===== config.mk =====
export PLATFORM = sky130hd
export DESIGN_NAME = chan_seq_ctrl
export DESIGN_NICKNAME = d
export VERILOG_FILES = /design/src/rtl/seq_pkg.sv /design/src/rtl/seq_cfg.sv /design/src/rtl/seq_fsm.sv /design/src/rtl/seq_fifo.sv /design/src/rtl/chan_seq_ctrl.sv
export SDC_FILE = /design/constraint.sdc
export NUM_CORES = 1
export LEC_CHECK = 0
export BUFFER_PORTS_ARGS = -buffer_cell sky130_fd_sc_hd__buf_2
export CELL_PAD_IN_SITES_DETAIL_PLACEMENT = 1
export CELL_PAD_IN_SITES_GLOBAL_PLACEMENT = 2
export CORE_UTILIZATION = 45
export DETAILED_ROUTE_END_ITERATION = 8
export GPL_TIMING_DRIVEN = 0
export PLACE_DENSITY_LB_ADDON = 0.1
export SLEW_MARGIN = 15
export SYNTH_ARGS = -nofsm -noshare
export SYNTH_HDL_FRONTEND = slang
export SYNTH_SLANG_ARGS = --single-unit
export TNS_END_PERCENT = 50

===== constraint.sdc =====
create_clock -name clk -period 6.74 [get_ports clk]
set_input_delay 1.348 -clock clk [delete_from_list [all_inputs] [get_ports clk]]
set_output_delay 1.348 -clock clk [all_outputs]
set_load 0.02 [all_outputs]

===== src/rtl/seq_pkg.sv =====
package seq_pkg;
    localparam int CODE_W = 4;
    localparam int SAMP_W = 16;

    typedef struct packed {
        logic              last;
        logic [CODE_W-1:0] code;
    } step_t;

    typedef struct packed {
        logic [SAMP_W-1:0] a;
        logic [SAMP_W-1:0] b;
    } pair_t;

    typedef enum logic [1:0] {ST_IDLE, ST_CONV, ST_ACQ} st_e;
endpackage


===== src/rtl/seq_cfg.sv =====
module seq_cfg
    import seq_pkg::*;
#(
    parameter int DEPTH = 8,
    localparam int IW = $clog2(DEPTH),
    localparam int AW = IW + 1
) (
    input  logic              clk,
    input  logic              rst,
    input  logic              strap_mode,
    input  logic              pin_seq_en,
    input  logic              pin_burst,
    input  logic [CODE_W-1:0] pin_chsel,
    input  logic              cfg_we,
    input  logic [AW-1:0]     cfg_addr,
    input  logic [CODE_W:0]   cfg_wdata,
    input  logic              start,
    input  logic              busy,
    input  logic [IW-1:0]     idx,
    output step_t             step_o,
    output logic              seq_en,
    output logic              burst_en,
    output logic              dummy_set
);
    logic              strap_q, en_q, burst_q, mism_q, busy_q;
    logic [CODE_W-1:0] sel_q, cand_q;
    step_t             stack_q [DEPTH];
    logic              wr_ok;

    assign wr_ok     = cfg_we & ~strap_q;
    assign dummy_set = wr_ok & cfg_addr[AW-1] & cfg_wdata[0] & ~en_q;

    always_ff @(posedge clk) begin
        if (rst) begin
            strap_q <= strap_mode;
            en_q    <= strap_mode & pin_seq_en;
            burst_q <= strap_mode & pin_burst;
            sel_q   <= strap_mode ? pin_chsel : '0;
            cand_q  <= '0;
            mism_q  <= 1'b0;
            busy_q  <= 1'b0;
            for (int i = 0; i < DEPTH; i++) stack_q[i] <= '0;
        end else begin
            busy_q <= busy;
            if (wr_ok) begin
                if (cfg_addr[AW-1]) begin
                    en_q    <= cfg_wdata[0];
                    burst_q <= cfg_wdata[1];
                end else begin
                    stack_q[cfg_addr[IW-1:0]] <= step_t'(cfg_wdata);
                end
            end
            if (strap_q) begin
                if (start) begin
                    cand_q <= pin_chsel;
                    mism_q <= 1'b0;
                end else if (busy && (pin_chsel != cand_q)) begin
                    mism_q <= 1'b1;
                end
                if (busy_q && !busy && !mism_q) sel_q <= cand_q;
            end
        end
    end

    always_comb begin
        if (strap_q) begin
            step_o.last = 1'b1;
            step_o.code = sel_q;
        end else begin
            step_o = stack_q[idx];
        end
    end

    assign seq_en   = en_q;
    assign burst_en = burst_q;

    AST_STRAP_FIXED: assert property (@(posedge clk) disable iff (rst)
        strap_q |=> ($stable(en_q) && $stable(burst_q) && strap_q)) else $error("strap cfg changed");
endmodule


===== src/rtl/seq_fsm.sv =====
module seq_fsm
    import seq_pkg::*;
#(
    parameter int DEPTH    = 8,
    parameter int CONV_CYC = 8,
    parameter int ACQ_CYC  = 4,
    localparam int IW    = $clog2(DEPTH),
    localparam int CMAX  = (CONV_CYC > ACQ_CYC) ? CONV_CYC : ACQ_CYC,
    localparam int CNT_W = $clog2(CMAX + 1)
) (
    input  logic          clk,
    input  logic          rst,
    input  logic          part_rst,
    input  logic          convst,
    input  logic          seq_en,
    input  logic          burst_en,
    input  logic          dummy_set,
    input  logic          step_last,
    output logic          busy,
    output logic          start,
    output logic          push,
    output logic [IW-1:0] cur
);
    st_e              st;
    logic [CNT_W-1:0] cnt;
    logic [IW-1:0]    ptr, nxt;
    logic             cv_q, dummy, dummy_pend, rise, conv_done, wrap;

    assign rise      = convst & ~cv_q;
    assign start     = (st == ST_IDLE) & rise & ~part_rst;
    assign conv_done = (st == ST_CONV) && (cnt == '0);
    assign wrap      = step_last || (cur == IW'(DEPTH - 1));
    assign nxt       = wrap ? '0 : cur + 1'b1;
    assign push      = conv_done & ~dummy & ~part_rst;
    assign busy      = (st != ST_IDLE);

    always_ff @(posedge clk) begin
        if (rst) begin
            st <= ST_IDLE; cnt <= '0; ptr <= '0; cur <= '0;
            cv_q <= 1'b0; dummy <= 1'b0; dummy_pend <= 1'b0;
        end else begin
            cv_q <= convst;
            if (dummy_set) dummy_pend <= 1'b1;
            if (part_rst) begin
                st <= ST_IDLE; cnt <= '0; ptr <= '0; cur <= '0; dummy <= 1'b0;
            end else begin
                unique case (st)
                    ST_IDLE: if (rise) begin
                        st    <= ST_CONV;
                        cnt   <= CNT_W'(CONV_CYC - 1);
                        cur   <= seq_en ? ptr : '0;
                        dummy <= dummy_pend & seq_en;
                        if (seq_en) dummy_pend <= 1'b0;
                    end
                    ST_CONV: if (cnt == '0) begin
                        if (!dummy && seq_en) ptr <= nxt;
                        if (!dummy && seq_en && burst_en && !wrap) begin
                            st  <= ST_ACQ;
                            cnt <= CNT_W'(ACQ_CYC - 1);
                            cur <= nxt;
                        end else begin
                            st <= ST_IDLE;
                        end
                        dummy <= 1'b0;
                    end else begin
                        cnt <= cnt - 1'b1;
                    end
                    ST_ACQ: if (cnt == '0) begin
                        st  <= ST_CONV;
                        cnt <= CNT_W'(CONV_CYC - 1);
                    end else begin
                        cnt <= cnt - 1'b1;
                    end
                    default: st <= ST_IDLE;
                endcase
            end
        end
    end

    AST_WRAP_LAST: assert property (@(posedge clk) disable iff (rst)
        (conv_done && !dummy && seq_en && step_last && !part_rst) |=> (ptr == '0)) else $error("no wrap");
    AST_DUMMY_HOLD: assert property (@(posedge clk) disable iff (rst)
        (conv_done && dummy && !part_rst) |=> $stable(ptr)) else $error("dummy moved ptr");
    AST_PART_REWIND: assert property (@(posedge clk) disable iff (rst)
        part_rst |=> (ptr == '0 && !busy)) else $error("partial reset");
    AST_NO_RETRIGGER: assert property (@(posedge clk) disable iff (rst)
        (busy && rise && !conv_done && !part_rst) |=> busy) else $error("retrigger");
endmodule


===== src/rtl/seq_fifo.sv =====
module seq_fifo #(
    parameter int DEPTH = 8,
    parameter int W     = 32,
    localparam int IW = $clog2(DEPTH),
    localparam int CW = $clog2(DEPTH + 1)
) (
    input  logic         clk,
    input  logic         rst,
    input  logic         clr,
    input  logic         busy,
    input  logic         push,
    input  logic [W-1:0] push_data,
    input  logic         rd_en,
    output logic [W-1:0] rd_data,
    output logic         rd_valid,
    output logic         rd_err
);
    logic [W-1:0]  mem [DEPTH];
    logic [IW-1:0] wp, rp;
    logic [CW-1:0] cnt;
    logic          do_push, do_pop;

    assign do_push = push && (cnt != CW'(DEPTH));
    assign do_pop  = rd_en && !busy && (cnt != '0) && !clr;

    always_ff @(posedge clk) begin
        if (do_push) mem[wp] <= push_data;
    end

    always_ff @(posedge clk) begin
        if (rst) begin
            wp <= '0; rp <= '0; cnt <= '0;
            rd_data <= '0; rd_valid <= 1'b0; rd_err <= 1'b0;
        end else begin
            rd_valid <= do_pop;
            rd_err   <= rd_en && busy && !clr;
            if (clr) begin
                wp <= '0; rp <= '0; cnt <= '0;
            end else begin
                if (do_push) begin
                    wp  <= (wp == IW'(DEPTH - 1)) ? '0 : wp + 1'b1;
                    cnt <= cnt + 1'b1;
                end
                if (do_pop) begin
                    rd_data <= mem[rp];
                    rp      <= (rp == IW'(DEPTH - 1)) ? '0 : rp + 1'b1;
                    cnt     <= cnt - 1'b1;
                end
            end
        end
    end

    AST_RD_BUSY: assert property (@(posedge clk) disable iff (rst)
        (rd_en && busy && !clr) |=> (rd_err && !rd_valid && $stable(rd_data))) else $error("busy read");
    AST_PUSH_BUSY: assert property (@(posedge clk) disable iff (rst)
        push |-> busy) else $error("push outside busy");
endmodule


===== src/rtl/chan_seq_ctrl.sv =====
module chan_seq_ctrl
    import seq_pkg::*;
#(
    parameter int DEPTH    = 8,
    parameter int CONV_CYC = 8,
    parameter int ACQ_CYC  = 4,
    localparam int IW = $clog2(DEPTH),
    localparam int AW = IW + 1
) (
    input  logic                clk,
    input  logic                rst,
    input  logic                part_rst,
    input  logic                strap_mode,
    input  logic                pin_seq_en,
    input  logic                pin_burst,
    input  logic [CODE_W-1:0]   pin_chsel,
    input  logic                cfg_we,
    input  logic [AW-1:0]       cfg_addr,
    input  logic [CODE_W:0]     cfg_wdata,
    input  logic                convst,
    input  logic [SAMP_W-1:0]   adc_a,
    input  logic [SAMP_W-1:0]   adc_b,
    input  logic                rd_en,
    output logic                busy,
    output logic [CODE_W-1:0]   chsel,
    output logic [2*SAMP_W-1:0] rd_data,
    output logic                rd_valid,
    output logic                rd_err
);
    step_t         step;
    logic          seq_en, burst_en, dummy_set, start, push;
    logic [IW-1:0] cur;
    pair_t         sample;

    assign sample.a = adc_a;
    assign sample.b = adc_b;
    assign chsel    = step.code;

    seq_cfg #(.DEPTH(DEPTH)) u_cfg (
        .clk(clk), .rst(rst), .strap_mode(strap_mode), .pin_seq_en(pin_seq_en),
        .pin_burst(pin_burst), .pin_chsel(pin_chsel), .cfg_we(cfg_we),
        .cfg_addr(cfg_addr), .cfg_wdata(cfg_wdata), .start(start), .busy(busy),
        .idx(cur), .step_o(step), .seq_en(seq_en), .burst_en(burst_en),
        .dummy_set(dummy_set)
    );

    seq_fsm #(.DEPTH(DEPTH), .CONV_CYC(CONV_CYC), .ACQ_CYC(ACQ_CYC)) u_fsm (
        .clk(clk), .rst(rst), .part_rst(part_rst), .convst(convst),
        .seq_en(seq_en), .burst_en(burst_en), .dummy_set(dummy_set),
        .step_last(step.last), .busy(busy), .start(start), .push(push), .cur(cur)
    );

    seq_fifo #(.DEPTH(DEPTH), .W(2*SAMP_W)) u_fifo (
        .clk(clk), .rst(rst), .clr(part_rst), .busy(busy), .push(push),
        .push_data(sample), .rd_en(rd_en), .rd_data(rd_data),
        .rd_valid(rd_valid), .rd_err(rd_err)
    );
endmodule


* Word level (Yosys, flattened, before mapping)
Memories as Yosys holds them, arrays and structs flattened. A register that Yosys moved wholly into a read port is not among the register bits.
Cells that the tools add are included.
Widths: inputs -> output; s select.
** Cells by class
- Bitwise logic cells :: 17
- Reduce and logical (&&, ||, !) cells :: 43
- Multiplexer cells :: 54
- Equality and inequality tests :: 12
- Add/sub/neg operators :: 6
** Operators by type and width (count)
- $mux 4 :: 10
- $mux 3 :: 10
- $mux 1 :: 24
- $reduce_bool 2->1 :: 8
- $logic_and 1x1->1 :: 13
- $and 1x1->1 :: 12
- $pmux 4 s3 :: 1
- $reduce_and 3->1 :: 4
- $mux 5 :: 2
- $reduce_and 2->1 :: 5
- $add 3x1->3 const B :: 3
- $eq 3x3->1 const B :: 3
- $mux 2 :: 4
- $sub 4x1->4 const B :: 2
- $pmux 2 s3 :: 1
- $pmux 3 s2 :: 1
- $logic_not 1->1 :: 5
- $not 1->1 :: 5
- $reduce_or 5->1 :: 1
- $add 4x1->4 const B :: 1
- $logic_not 4->1 :: 1
- $ne 2x1->1 const B :: 2
- $ne 2x2->1 const B :: 2
- $ne 4x4->1 :: 1
- other kinds (11) :: 11
** Storage, ports and cells
- Memory bits (writable) :: 296
- Output and inout port bits :: 39
- Memories :: 2
- Input bits :: 54
- Bits in registers :: 40
** Memories
- u_fifo.mem :: depth 8, bits a word 32, read ports 1, clocked after Yosys merged registers in 1, write ports 1, RTL line seq_fifo.sv:18 : logic [W-1:0] mem [DEPTH];
- u_cfg.stack_q :: depth 8, bits a word 5, read ports 1, clocked after Yosys merged registers in 1, write ports 8, RTL line seq_cfg.sv:27 : step_t stack_q [DEPTH];

* Logic depth before layout (Yosys ltp)
Gate-level depths: netlist of the first run.
- Depth after elaboration :: 10
- Depth in mapped cells :: 11

* By module
From an unflattened synthesis of the first run, not the netlist that was laid out.
** Second synthesis, totals
- Cells, all modules :: 871
- Area total of the unflattened synthesis :: 14979.4 um^2
** Modules (own cells, without submodules)
- seq_fifo :: sequential area each 8568.2 um^2, cells each 561, area each 11360.9 um^2, instances 1
- seq_cfg :: sequential area each 1531.5 um^2, cells each 201, area each 2656.3 um^2, instances 1
- seq_fsm :: sequential area each 300.3 um^2, cells each 109, area each 962.2 um^2, instances 1

* Worst setup path before layout of the first run
OpenSTA, ideal clock, no wires.
- Path type :: input port to flip-flop
- Start :: input port part_rst
- End :: memory u_fifo.mem[0][0] (enable)
- Arrival :: 5.222 ns
- Stages on the path :: 4
- Slack :: 1.017 ns
- Path buffers :: 1
- Cells stage by stage :: or2_2 > or3_1 > buf_2 > nor4_1
** On the way
- Longest elaborated chain between the ends :: 5
** RTL lines
- start, declared :: RTL line chan_seq_ctrl.sv:12 : input logic part_rst,
- $not 1->1 (no source line)
- $and 1x1->1 :: RTL line seq_fsm.sv:34 : assign push = conv_done & ~dummy & ~part_rst;
- $logic_and 1x1->1 :: RTL line seq_fifo.sv:23 : assign do_push = push && (cnt != CW'(DEPTH));
- $mux 1 :: RTL line seq_fifo.sv:27 : if (do_push) mem[wp] <= push_data;
- $mux 1 (not written as such) :: RTL line seq_fifo.sv:27
- end, declared :: RTL line seq_fifo.sv:18
Every way passes these cells.

* Final worst setup path of the first run
- Start :: input port part_rst
- End :: memory u_fifo.mem[4][14] (enable)
Same word-level chain as after synthesis.

==> run_results.csv, run 1 <==
group,metric,value,unit
clock_network,cts_tree,"yes",
logic_synthesis,synth.top_cell.area_share,0.6133,
finish,fin_util,0.5354,
logic_synthesis,synth_seq_cells,371,
finish,drive_gt1_frac,0.2594,
power,max-vdd-ir-drop,0.0002432,V
critical_path,cp-start-kind,"primary input",
clock_network,cts_max_level,2,
logic_synthesis,synth_area_leaders,"edfxtp_1 (61%), mux4_2 (9.9%), dfxtp_1 (9.2%), mux2i_1 (3.0%), a211oi_1 (1.9%)",
logic_synthesis,yosys.area_share.simple,0.07051,
critical_path,rrSetupSlack,3.30,ns
routing,drc_errors,0,
placement,io_buffers,90,
global_routing,grt_usage,0.2134,
finish,register_area,0.01046,mm^2
clock_network,cts-resized-gates,0,
timing,fmax,0.2773,GHz
placement,place_congestion,0.7432,
logic_synthesis,ys_seq_area_frac,0.7051,
logic_synthesis,synthFlopType,"edfxtp_1",
global_routing,antenna_found_initial,3,
logic_synthesis,synth_cells,877,
routing,firstDrtPassIters,4,
logic_synthesis,ys_async_sr_fraction,0,
clock_network,clockRootBuffer,"clkbuf_16",
timing,fin_ws,3.134,ns
power,p_leak,5.754,nW
run,max-cap-violations,0,
global_routing,first_global_vias,8921,
timing,fin_crit,3.606,ns
logic_synthesis,avgSynthCellArea,16.92,um^2
critical_path,cp.arrival,3.84,ns
critical_path,crit_fanout,8,
clock_network,cts_hold_buffers,0,
logic_synthesis,ys_warn_count,0,
clock_network,cts_sinks,371,
floorplan,dieArea,0.03370,mm^2
clock_network,cts_buffers,40,
logic_synthesis,synthXorXnorAreaFrac,0.003542,
routing,drtIter0Drc,524,
timing,slew_viol_final,0,
logic_synthesis,synth_mux_area_frac,0.1432,
routing,vias,8320,
global_routing,grt_start_max_net_pins,20,
timing,rsz0062_at_grt,"false",
placement,post-place-ws,2.579,ns
timing,skew,0.01971,ns
critical_path,end_kind,"flop",
routing,wl_per_cell,23.05,um
routing,totalWireLength,34750,um
logic_synthesis,synthAdderAreaFrac,0.01400,
floorplan,rows,66,
finish,multi_input_area,0.004153,mm^2
floorplan,die_x,183.6,um
placement,dp_hpwl,23670,um
worst_hold_path,hp-class,"flop to flop",
global_routing,grt_pass1_wl,52870,um
floorplan,ios,93,
logic_synthesis,synth-edff-count,303,
finish,fillers,3045,
timing,finalSetupViolations,0,
logic_synthesis,syn_area,0.01484,mm^2
floorplan,initial_core_util,0.4571,
clock_network,path_clk_slew,0.06,ns
timing,hold_viol,0,
critical_path,cp.required,6.98,ns
logic_synthesis,synth_top_family_by_area,"multiplexers",
finish,area_delta_synth_final,17.11,%
logic_synthesis,synth_fp_nets,947,
global_routing,grt_overflow,0,
timing,post-route-period-util,0.5350,
clock_network,cts_buffer_depth,3,
floorplan,die-height,183.6,um
logic_synthesis,synth_compound_area_frac,0.04537,
clock_network,cts_setup_buffers,0,
clock_network,clk_latency,0.54,ns
routing,ant_nets,0,
floorplan,core_area,0.03245,mm^2
critical_path,r2r_cells,8,
status,status,"finished clean",
finish,final_nets,1105,
logic_synthesis,synth_cell_types,57,
power,power-per-cell-area,270.0,mW/mm^2
routing,viasPerCell,5.517,
timing,worst_slew_pin_slew,1.054,ns
timing,slew-limit-headroom,0.2976,
critical_path,worstSetupPathType,"primary input to flop",
logic_synthesis,yosys.area.top_type,"edfxtp_1",
worst_hold_path,hold_depth,2,
[sequential cells by signal, summed over array words and instances, names as in the netlist, 2 cells and up, named ones only]
| name | count |
|---|---|
| u_fifo.rp | 3 |
| u_cfg.cand_q | 4 |
| u_fifo.rd_data | 32 |
| u_fsm.cur | 3 |
| u_fsm.cnt | 4 |
| u_fifo.mem | 256 |
| u_fsm.st | 2 |
| u_fifo.wp | 3 |
| u_fifo.cnt | 4 |
| u_cfg.stack_q | 40 |
| u_cfg.sel_q | 4 |
| u_fsm.ptr | 3 |
[kinds of logic after synthesis]
| family | count (synthesis) |
|---|---|
| xor+xnor | 6 |
| fa+ha+maj | 16 |
| flops | 371 |
| buf+inv | 66 |
| compound gates | 100 |
| simple gates | 200 |
| mux | 118 |
[Yosys cell counts (all sizes together), types with 5 or more instances]
master    n
and2     24
inv      17
a311oi    5
nor4      5
clkbuf   30
or2      10
mux2i    45
a211oi   37
a21oi    26
nand2b    8
edfxtp  303
xnor2     5
mux4     73
nor2     53
nor3     23
buf      17
nand2    33
ha       15
dfxtp    68
o21ai    15
nand3    12
[worst paths after layout]
path	from	to
worst max register to register	u_fsm.st[1]$_SDFFE_PP0P_	u_fifo.mem[4][14]$_DFFE_PP_
worst min-delay path	u_fsm.ptr[1]$_SDFFE_PP0P_	u_fsm.ptr[1]$_SDFFE_PP0P_
worst max-delay path	part_rst	u_fifo.mem[4][14]$_DFFE_PP_
worst min register to register	u_fsm.ptr[1]$_SDFFE_PP0P_	u_fsm.ptr[1]$_SDFFE_PP0P_
[layout make-up]
cell class,instances,area share
antenna,2,0.0002881
buffer,47,0.01152
clock buffer,53,0.06222
clock inverter,18,0.007129
inverter,19,0.004105
multi-input combinational,440,0.2390
sequential,371,0.6020
tap,442,0.03183
timing repair buffer,116,0.04184
[stage by stage]
step | cell area, um^2 | setup TNS (ns) | total power, W | cells | hold slack (ns)
finish | 17370 | 0 | 0.004690 | 1508 | 0.4803
CTS | 17370 | 0 | 0.004747 | 1506 | 0.4811
detailed placement | 16160 | 0 | 0.002731 | 1435 | 0.4723
global placement | 15840 | -214.74 | 0.002726 | 1409 | 0.4644
global route | 17370 | 0 | 0.004838 | 1507 | 0.5173
floorplan | 14840 | 0 | 0.002649 | 877 | 0.4455
[worst max-delay path: stages]
cell and delay (ns):
buf_2 0.13, or2_2 0.30, nor3_1 0.67, nand2_1 0.41, nor3_2 0.53, buf_6 0.23
buf_4 0.21
[cell usage in the layout (no fill, tap or decap), drive strengths merged, types with 3 or more instances in the layout]
master,instances
edfxtp,303
nand4,4
or2,10
nand3,12
buf,133
dfxtp,68
nor3,23
nand2,33
nor4,5
nor2b,4
ha,15
mux2i,45
o21ai,15
xnor2,5
and2,24
nand3b,3
or3b,3
or3,4
a311oi,5
nor4b,4
mux4,73
clkbuf,83
a211oi,37
nand2b,8
a21oi,26
inv,18
clkinv,19
nor2,53
and4,3
[power by group]
part / switching, W / internal (W) / leakage (nW)
combinational: 0.000112 / 0.0000590 / 1.81
clock: 0.000873 / 0.00114 / 0.595
sequential: 0.0000119 / 0.00250 / 3.35
total: 0.000997 / 0.00369 / 5.75
[routing by layer]
layer | share of wire | vias up | track usage
met5 | 0.00037 | - | 0
met4 | 0.020 | 2 | 0.06200
met3 | 0.040 | 58 | 0.03110
met2 | 0.52 | 192 | 0.3824
met1 | 0.42 | 4266 | 0.2680
li1 | - | 3802 | -
Note: power is estimated with default switching activity, not from simulation.
==> run 2: changes to the inputs <==
==> constraint.sdc (replaced) <==
create_clock -name clk -period 3.5 [get_ports clk]
set_input_delay 0.7 -clock clk [delete_from_list [all_inputs] [get_ports clk]]
set_output_delay 0.7 -clock clk [all_outputs]
set_load 0.02 [all_outputs]
==> run_results.csv, run 2 (synthesis results as in run 1) <==
group,metric,value,unit
global_routing,first_global_vias,8845,
power,p_total,0.009158,W
timing,skew,0.02563,ns
global_routing,grt_start_max_net_pins,19,
placement,post-place-ws,-0.02910,ns
finish,reg.largest.list,"u_fifo.mem x256, u_cfg.stack_q x40, u_fifo.rd_data x32",
critical_path,reg2reg_from,"u_fsm.st[1]$_SDFFE_PP0P_",
power,pwr-share-comb,0.036,
critical_path,critPathBufInv,4,
worst_hold_path,hp-class,"primary input to flop",
routing,vias,8345,
critical_path,path_cells,"inv_1 -> ha_1 -> nand4bb_1 -> or3_1 -> buf_2 -> nor3_2 -> buf_4 -> buf_6",
run,max-cap-violations,0,
placement,placed_cells,1433,
timing,fmax,0.3080,GHz
power,power-per-cell-area,524.0,mW/mm^2
finish,final_common_cell,"edfxtp_1",
routing,viasPerCell,5.534,
routing,wl_per_cell,22.90,um
finish,final_cells,1508,
timing,fin_tns_setup,0,ns
timing,hold_viol,0,
critical_path,worstSetupPathType,"flop to flop",
timing,finalSetupViolations,0,
finish,regMostFlops,"u_fifo.mem",
global_routing,use_met3,0.03506,
floorplan,initial_core_util,0.4571,
status,status,"finished clean",
worst_hold_path,min_from,"adc_b[12]",
floorplan,core_area,0.03245,mm^2
timing,slew-limit-headroom,0.3554,
global_routing,antenna_found_initial,2,
clock_network,cts_buffers,40,
critical_path,cp_top_family,"simple AND/OR/NAND/NOR gates",
critical_path,max_stage_delay,0.78,ns
clock_network,cts_sinks,371,
global_routing,grt_util_met1,0.2712,
finish,multi_input_area,0.004173,mm^2
global_routing,grt_usage,0.2103,
critical_path,end_kind,"flop",
floorplan,dieArea,0.03370,mm^2
clock_network,cts_max_level,2,
power,intPower,0.007225,W
global_routing,globalRouteMet2Util,0.3712,
global_routing,grt_overflow,0,
power,p_sw,0.001933,W
clock_network,clockRootBuffer,"clkbuf_16",
power,max-vdd-ir-drop,0.0004847,V
timing,fin_ws,0.2534,ns
timing,slew_viol_final,0,
routing,drc_errors,0,
floorplan,die-height,183.6,um
clock_network,path_clk_slew,0.06,ns
finish,area_delta_synth_final,17.81,%
clock_network,cts_buffer_depth,3,
global_routing,busiest_layer,"met2",
routing,ant_nets,0,
power,p_seq_frac,0.528,
floorplan,die_x,183.6,um
finish,fin_util,0.5386,
finish,register_area,0.01046,mm^2
finish,fillers,3055,
routing,drtIter0Drc,509,
power,p_leak,5.770,nW
routing,totalWireLength,34540,um
placement,io_buffers,90,
timing,fin_crit,3.247,ns
critical_path,critPathLaunch,"u_fsm.st[1]$_SDFFE_PP0P_",
global_routing,grt_pass1_wl,52720,um
finish,final_nets,1103,
timing,worst_slew_pin_slew,0.9535,ns
floorplan,ios,93,
placement,dp_hpwl,23580,um
clock_network,cts_tree,"yes",
critical_path,cp.required,3.75,ns
clock_network,clk_latency,0.54,ns
finish,final_cell_mix,"edfxtp_1 (303), buf_2 (100), dfxtp_1 (68)",
floorplan,rows,66,
placement,place_congestion,0.7877,
clock_network,cts_hold_buffers,0,
power,sw_frac_of_total,0.2111,
critical_path,cp.arrival,3.50,ns
finish,drive_gt1_frac,0.2582,
finish,largest_register_ff_count,256,
critical_path,crit_fanout,10,
critical_path,crit_slowest_cell,"nor3_2",
critical_path,cp-start-kind,"flop",
timing,rsz0062_at_grt,"false",
power,p_clk_frac,0.436,
timing,post-route-period-util,0.9276,
routing,firstDrtPassIters,5,
==> run 2: area by class of cell <==
class | count | area share
Sequential cell | 371 | 0.5985
Multi-Input combinational cell | 440 | 0.2387
Clock buffer | 60 | 0.06622
Timing Repair Buffer | 114 | 0.04360
Tap cell | 442 | 0.03164
Buffer | 47 | 0.01145
Clock inverter | 14 | 0.005655
Inverter | 19 | 0.004080
Antenna cell | 1 | 0.0001432
==> run 2: worst paths after layout <==
| kind | cells past startpoint | slack [ns] | to |
|---|---|---|---|
| setup / recovery | 8 | 0.25 | u_fifo.mem[3][15]$_DFFE_PP_ |
| hold / removal | 1 | 0.43 | u_fifo.mem[2][12]$_DFFE_PP_ |
| setup reg to reg | 8 | 0.25 | u_fifo.mem[3][15]$_DFFE_PP_ |
| hold reg to reg | 2 | 0.47 | u_fsm.ptr[1]$_SDFFE_PP0P_ |
==> run 2: through the flow <==
step	area (um^2)	hold slack, ns
2_1_floorplan	14850	0.4455
3_3_place_gp	15850	0.4623
3_5_place_dp	16210	0.4684
4_1_cts	17470	0.4159
5_1_grt	17480	0.4193
6_report	17480	0.4259
==> run 2: layer usage <==
layer  vias to the layer above  wire length, um
li1                       3799                -
met1                      4336            14840
met2                       172            17860
met5                         -               13
met4                         2              465
met3                        36             1357
==> run 2: what timing repair did <==
item	in CTS	in global routing
buffers inserted	0	0
setup endpoints to repair	0	90
resized for setup	0	1
==> run 2: power groups by stage <==
stage | clock, W | sequential, W | combinational (W)
after floorplan | 0 | 0.00493 | 0.000174
after global placement | 0 | 0.00493 | 0.000320
after detailed placement | 0 | 0.00493 | 0.000332
after CTS | 0.00406 | 0.00483 | 0.000334
after global routing | 0.00423 | 0.00484 | 0.000363
final | 0.00399 | 0.00483 | 0.000331
